`config.mk`:
```
export PLATFORM = sky130hd
export DESIGN_NAME = dp_collision_arbiter
export DESIGN_NICKNAME = d
export VERILOG_FILES = /design/src/rtl/dp_collision_arbiter.sv
export SDC_FILE = /design/constraint.sdc
export NUM_CORES = 1
export LEC_CHECK = 0
export ABC_AREA = 1
export BUFFER_PORTS_ARGS = -buffer_cell sky130_fd_sc_hd__buf_2
export CORE_MARGIN = 10
export CORE_UTILIZATION = 53
export CTS_CLUSTER_SIZE = 16
export DETAILED_ROUTE_END_ITERATION = 12
export PLACE_DENSITY = 0.76
export SLEW_MARGIN = 10
export SYNTH_ARGS = -nofsm -noshare
export SYNTH_HDL_FRONTEND = slang
export SYNTH_SLANG_ARGS = --single-unit
```
`constraint.sdc`:
```
create_clock -name clk -period 1.4 [get_ports clk]
set_clock_uncertainty 0.1 [all_clocks]
set_input_delay 0.07 -clock clk [delete_from_list [all_inputs] [get_ports clk]]
set_output_delay 0.07 -clock clk [all_outputs]
set_load 0.01 [all_outputs]
```
`src/rtl/dp_collision_arbiter.sv`:
```
module dp_collision_arbiter #(
  parameter int AW = 14
) (
  input  logic          clk,
  input  logic          rst_n,
  input  logic          master,
  input  logic          cs_l,
  input  logic          wr_l,
  input  logic          oe_l,
  input  logic          ub_l,
  input  logic          lb_l,
  input  logic [AW-1:0] addr_l,
  input  logic          busy_in_l,
  input  logic          cs_r,
  input  logic          wr_r,
  input  logic          oe_r,
  input  logic          ub_r,
  input  logic          lb_r,
  input  logic [AW-1:0] addr_r,
  input  logic          busy_in_r,
  output logic          busy_out_l,
  output logic          busy_out_r,
  output logic [1:0]    wr_lane_l,
  output logic [1:0]    wr_lane_r,
  output logic [1:0]    rd_lane_l,
  output logic [1:0]    rd_lane_r
);

  logic          q_cs_l, q_cs_r, q_match, q_right_won, seen;
  logic [AW-1:0] q_addr_l, q_addr_r;
  logic          match, held_l, held_r, cont, right_wins, block_l, block_r;

  assign match      = cs_l & cs_r & (addr_l == addr_r);
  assign held_l     = q_cs_l & (q_addr_l == addr_l);
  assign held_r     = q_cs_r & (q_addr_r == addr_r);
  assign cont       = q_match & held_l & held_r;
  assign right_wins = cont ? q_right_won : (held_r & ~held_l);

  assign busy_out_l = master & match & right_wins;
  assign busy_out_r = master & match & ~right_wins;

  assign block_l = master ? busy_out_l : busy_in_l;
  assign block_r = master ? busy_out_r : busy_in_r;

  assign wr_lane_l = {ub_l, lb_l} & {2{cs_l & wr_l & ~block_l}};
  assign wr_lane_r = {ub_r, lb_r} & {2{cs_r & wr_r & ~block_r}};
  assign rd_lane_l = {ub_l, lb_l} & {2{cs_l & ~wr_l & oe_l}};
  assign rd_lane_r = {ub_r, lb_r} & {2{cs_r & ~wr_r & oe_r}};

  always_ff @(posedge clk or negedge rst_n) begin
    if (!rst_n) begin
      q_cs_l      <= 1'b0;
      q_cs_r      <= 1'b0;
      q_addr_l    <= '0;
      q_addr_r    <= '0;
      q_match     <= 1'b0;
      q_right_won <= 1'b0;
      seen        <= 1'b0;
    end else begin
      q_cs_l      <= cs_l;
      q_cs_r      <= cs_r;
      q_addr_l    <= addr_l;
      q_addr_r    <= addr_r;
      q_match     <= match;
      q_right_won <= match & right_wins;
      seen        <= 1'b1;
    end
  end

  a_r1_busy_needs_match: assert property (@(posedge clk) disable iff (!rst_n)
    (busy_out_l || busy_out_r) |-> (cs_l && cs_r && addr_l == addr_r));

  a_r2_single_busy: assert property (@(posedge clk) disable iff (!rst_n)
    !(busy_out_l && busy_out_r));

  a_r2_one_when_match: assert property (@(posedge clk) disable iff (!rst_n)
    (master && cs_l && cs_r && addr_l == addr_r) |-> (busy_out_l != busy_out_r));

  a_r3_earlier_right_wins: assert property (@(posedge clk) disable iff (!rst_n)
    (seen && master && cs_l && cs_r && addr_l == addr_r &&
     $past(cs_r) && $past(addr_r) == addr_r &&
     !($past(cs_l) && $past(addr_l) == addr_l)) |-> (busy_out_l && !busy_out_r));

  a_r5_winner_holds: assert property (@(posedge clk) disable iff (!rst_n)
    (seen && $past(busy_out_l) && master && cs_l && cs_r &&
     $stable(addr_l) && $stable(addr_r)) |-> busy_out_l);

  a_r6_busied_no_write: assert property (@(posedge clk) disable iff (!rst_n)
    (busy_out_l |-> wr_lane_l == 2'b00) and (busy_out_r |-> wr_lane_r == 2'b00));

  a_r7_slave_quiet: assert property (@(posedge clk) disable iff (!rst_n)
    !master |-> (!busy_out_l && !busy_out_r));

  a_r7_slave_inhibit: assert property (@(posedge clk) disable iff (!rst_n)
    (!master && busy_in_r) |-> wr_lane_r == 2'b00);

endmodule

```
==> results.sh <==
export IMPL_worstSetupPathType="flop to output pin"
export IMPL_power_leakage_nw=1.74
export IMPL_synthesis_instances=345
export IMPL_worst_pin_slew_ns=0.365
export IMPL_clk_path_buf_depth=2
export IMPL_die_w_um=82.5
export IMPL_final_nets=485
export IMPL_violations="negative setup slack"
export IMPL_status="finished, violations left"
export IMPL_viasPerCell=4.69
export IMPL_numCtsBuffers=5
export IMPL_slowest_delay_ns=0.42
export IMPL_relSlewSlack_pct=75.6
export IMPL_yosysTopAreaCell="dfrtp_1"
export IMPL_overflow=0
export IMPL_worst_slack_ns=-0.477
export IMPL_antenna_found_initial=0
export IMPL_die_height_um=82.5
export IMPL_min_period_ns=1.88
export IMPL_fp_dieArea_sq_mm=0.00680
export IMPL_drt_pass1_iterations=4
export IMPL_arrival_ns=1.71
export IMPL_start_util_pct=55.6
export IMPL_clock_sinks=32
export IMPL_detail_route_wl_per_cell_um=12.8
export IMPL_synth_nets=388
export IMPL_multi_input_area_sq_mm=0.00106
export IMPL_clk_latency_ns=0.28
export IMPL_initialDrtViolationCount=124
export IMPL_path_common_cell="nand2_2"
export IMPL_crit_path_end_kind="output pin"
export IMPL_setup_viol_count_final=6
export IMPL_vias=2290
export IMPL_route_detailed_drc=0
export IMPL_clockRootBuffer="clkbuf_8"
export IMPL_finalWirelength_um=6250
export IMPL_pre_cts_slack_ns=-0.238
export IMPL_grt_pass1_wl_um=10200
export IMPL_seq_area_frac_synth_pct=38.7
export IMPL_fmax_mhz=533
export IMPL_dpl_hpwl_um=4680
export IMPL_io_pin_count=53
export IMPL_syn2layout_area_growth_pct=39.0
export IMPL_regToRegSetupSlack_ns=0.05
export IMPL_synth_area_top_cells="dfrtp_1, nand2_1, inv_1"
export IMPL_synth_distinct_cells=14
export IMPL_portBuffers=52
export IMPL_cts_tree="done"
export IMPL_synth_seq_cells=32
export IMPL_rows=22
export IMPL_syn_area_per_cell_sq_um=5.99
export IMPL_antenna_cells=0
export IMPL_r2r_cells=7
export IMPL_r2r_start="q_addr_r[0]$_DFF_PN0_"
export IMPL_timing_final_hold_violations=0
export IMPL_seq_area_sq_um=801
export IMPL_ir_worst_vdd_mv=0.625
export IMPL_fin_util_pct=77.3
export IMPL_crit_fanout=3
export IMPL_drtAntennaViolNets=0
export IMPL_crit_path_cell_trace="xnor2_2 > nand2_1 > nor2_1 > nand2_1 > nor2_2 > nand2_2 > nand2_2 > nand2_2 > nor2_2 > buf_2"
export IMPL_rsz0062_at_grt="true"
export IMPL_powerDensity_mw_per_mm2=750
export IMPL_yosysWarnings=0
export IMPL_grt_pass1_vias=2330
export IMPL_slew_violations=0
export IMPL_synth_top_area_share_pct=38.7
export IMPL_coreArea_sq_mm=0.00372
export IMPL_grt_total_usage_pct=19.4
export IMPL_fin_crit_sh_pct=134
export IMPL_htree_levels=2
export IMPL_hold_path_class="primary input to async pin"
export IMPL_start_kind="flop"
export IMPL_grt_max_degree=20
export IMPL_clk_pin_slew_ns=0.06
export IMPL_crit_family="simple AND/OR/NAND/NOR gates"
export IMPL_globalplace_congestion=0.876
export IMPL_syn_cell_area_sq_mm=0.00207
export IMPL_slowest_stage="dfrtp_1"
export IMPL_reg2reg_to="q_right_won$_DFF_PN0_"
export IMPL_critical_path_required_ns=1.23
export IMPL_maxCapViolCount=0
export IMPL_drive_gt1_share_pct=18.4
export IMPL_fillCellCount=319
export IMPL_critical_path_buf_inv_count=1
[timing repair]
item                       4_1_cts  5_1_grt
buffers inserted                 1        0
hold endpoints to repair        62        0
hold buffers                    31        0
pin swaps                        6        9
setup endpoints to repair        7        7
resized for setup                5        8
[per-layer routing]
layer / track usage [%] / part of all wire, % / vias to the layer above
li1: - / - / 1189
met1: 23.3 / 42 / 1003
met2: 32.2 / 48 / 78
met3: 4.86 / 6.6 / 20
met4: 8.16 / 3.1 / 0
met5: 0 / 0 / -
[report_power, final]
part / total (mW) / switching, mW / internal [mW]
Sequential: 0.996 / 0.0270 / 0.969
Clock: 0.626 / 0.306 / 0.319
Combinational: 0.533 / 0.298 / 0.235
Total: 2.15 / 0.631 / 1.52
[sequential cells by signal, summed over array words and instances, names as in the netlist]
name and cells:
q_addr_l 14, q_cs_r 1, q_right_won 1, q_cs_l 1, q_match 1, q_addr_r 14
[final cells by class]
type                       instances  area share [%]
multi-input combinational        248            36.9
sequential                        32            27.9
timing repair buffer              90            22.3
inverter                          65            8.49
clock buffer                       5            2.40
tap                               48            2.09
[how the worst max path moves through the flow]
stage               slack [ns]  depth (start not counted)           end             startpoint
floorplan                 0.07                          9  wr_lane_r[0]  q_addr_r[8]$_DFF_PN0_
global placement         -0.22                         10  wr_lane_r[1]  q_addr_r[0]$_DFF_PN0_
detailed placement       -0.24                         10  wr_lane_r[0]  q_addr_r[0]$_DFF_PN0_
CTS                      -0.45                         10  wr_lane_r[0]  q_addr_r[0]$_DFF_PN0_
global route             -0.63                         10  wr_lane_r[0]  q_addr_r[0]$_DFF_PN0_
finish                   -0.48                         10  wr_lane_r[0]  q_addr_r[0]$_DFF_PN0_
[stage by stage]
| stage | instances | total power, mW | hold WS [ns] | area (sq um) | setup TNS [ns] |
|---|---|---|---|---|---|
| 2_1_floorplan | 345 | 1.25 | -0.326 | 2070 | 0 |
| 3_3_place_gp | 451 | 1.44 | -0.104 | 2440 | -0.803 |
| 3_5_place_dp | 451 | 1.45 | -0.102 | 2440 | -0.896 |
| 4_1_cts | 488 | 2.15 | 0.138 | 2850 | -2.49 |
| 5_1_grt | 488 | 2.27 | 0.182 | 2870 | -3.52 |
| 6_report | 488 | 2.15 | 0.133 | 2870 | -2.58 |
[cell families (layout without fill, tap and decap cells)]
kind of cell    after synthesis  after routing  share of synthesized area [%]
buf+inv                      65            160                           11.8
xor+xnor                      8              8                           3.39
compound gates               12             12                           2.91
simple gates                228            228                           43.2
flops                        32             32                           38.7
[cell usage after synthesis]
cell / instances
nand2_1: 154
inv_1: 62
nor2_1: 59
dfrtp_1: 32
xnor2_1: 8
o21ai_0: 7
a21oi_1: 5
nand3_1: 5
inv_2: 3
nand3b_1: 3
nand2_2: 2
nand4_1: 2
nor3_1: 2
nor3_2: 1
[cell usage in the layout (no fill, tap or decap)]
| cell type | instances |
|---|---|
| buf_2 | 52 |
| nor3_2 | 1 |
| nand2_2 | 8 |
| nor2_2 | 3 |
| nor2_1 | 56 |
| nand2_4 | 1 |
| o21ai_0 | 7 |
| dlygate4sd3_1 | 31 |
| xnor2_2 | 1 |
| nor3_1 | 2 |
| nand3b_1 | 3 |
| nand3_1 | 5 |
| a21oi_1 | 5 |
| buf_12 | 1 |
| nand4_1 | 2 |
| buf_6 | 1 |
| buf_4 | 5 |
| inv_2 | 3 |
| xnor2_1 | 7 |
| clkbuf_8 | 5 |
| nand2_1 | 147 |
| inv_1 | 62 |
| dfrtp_1 | 32 |
Note: power is estimated with default switching activity, not from simulation.
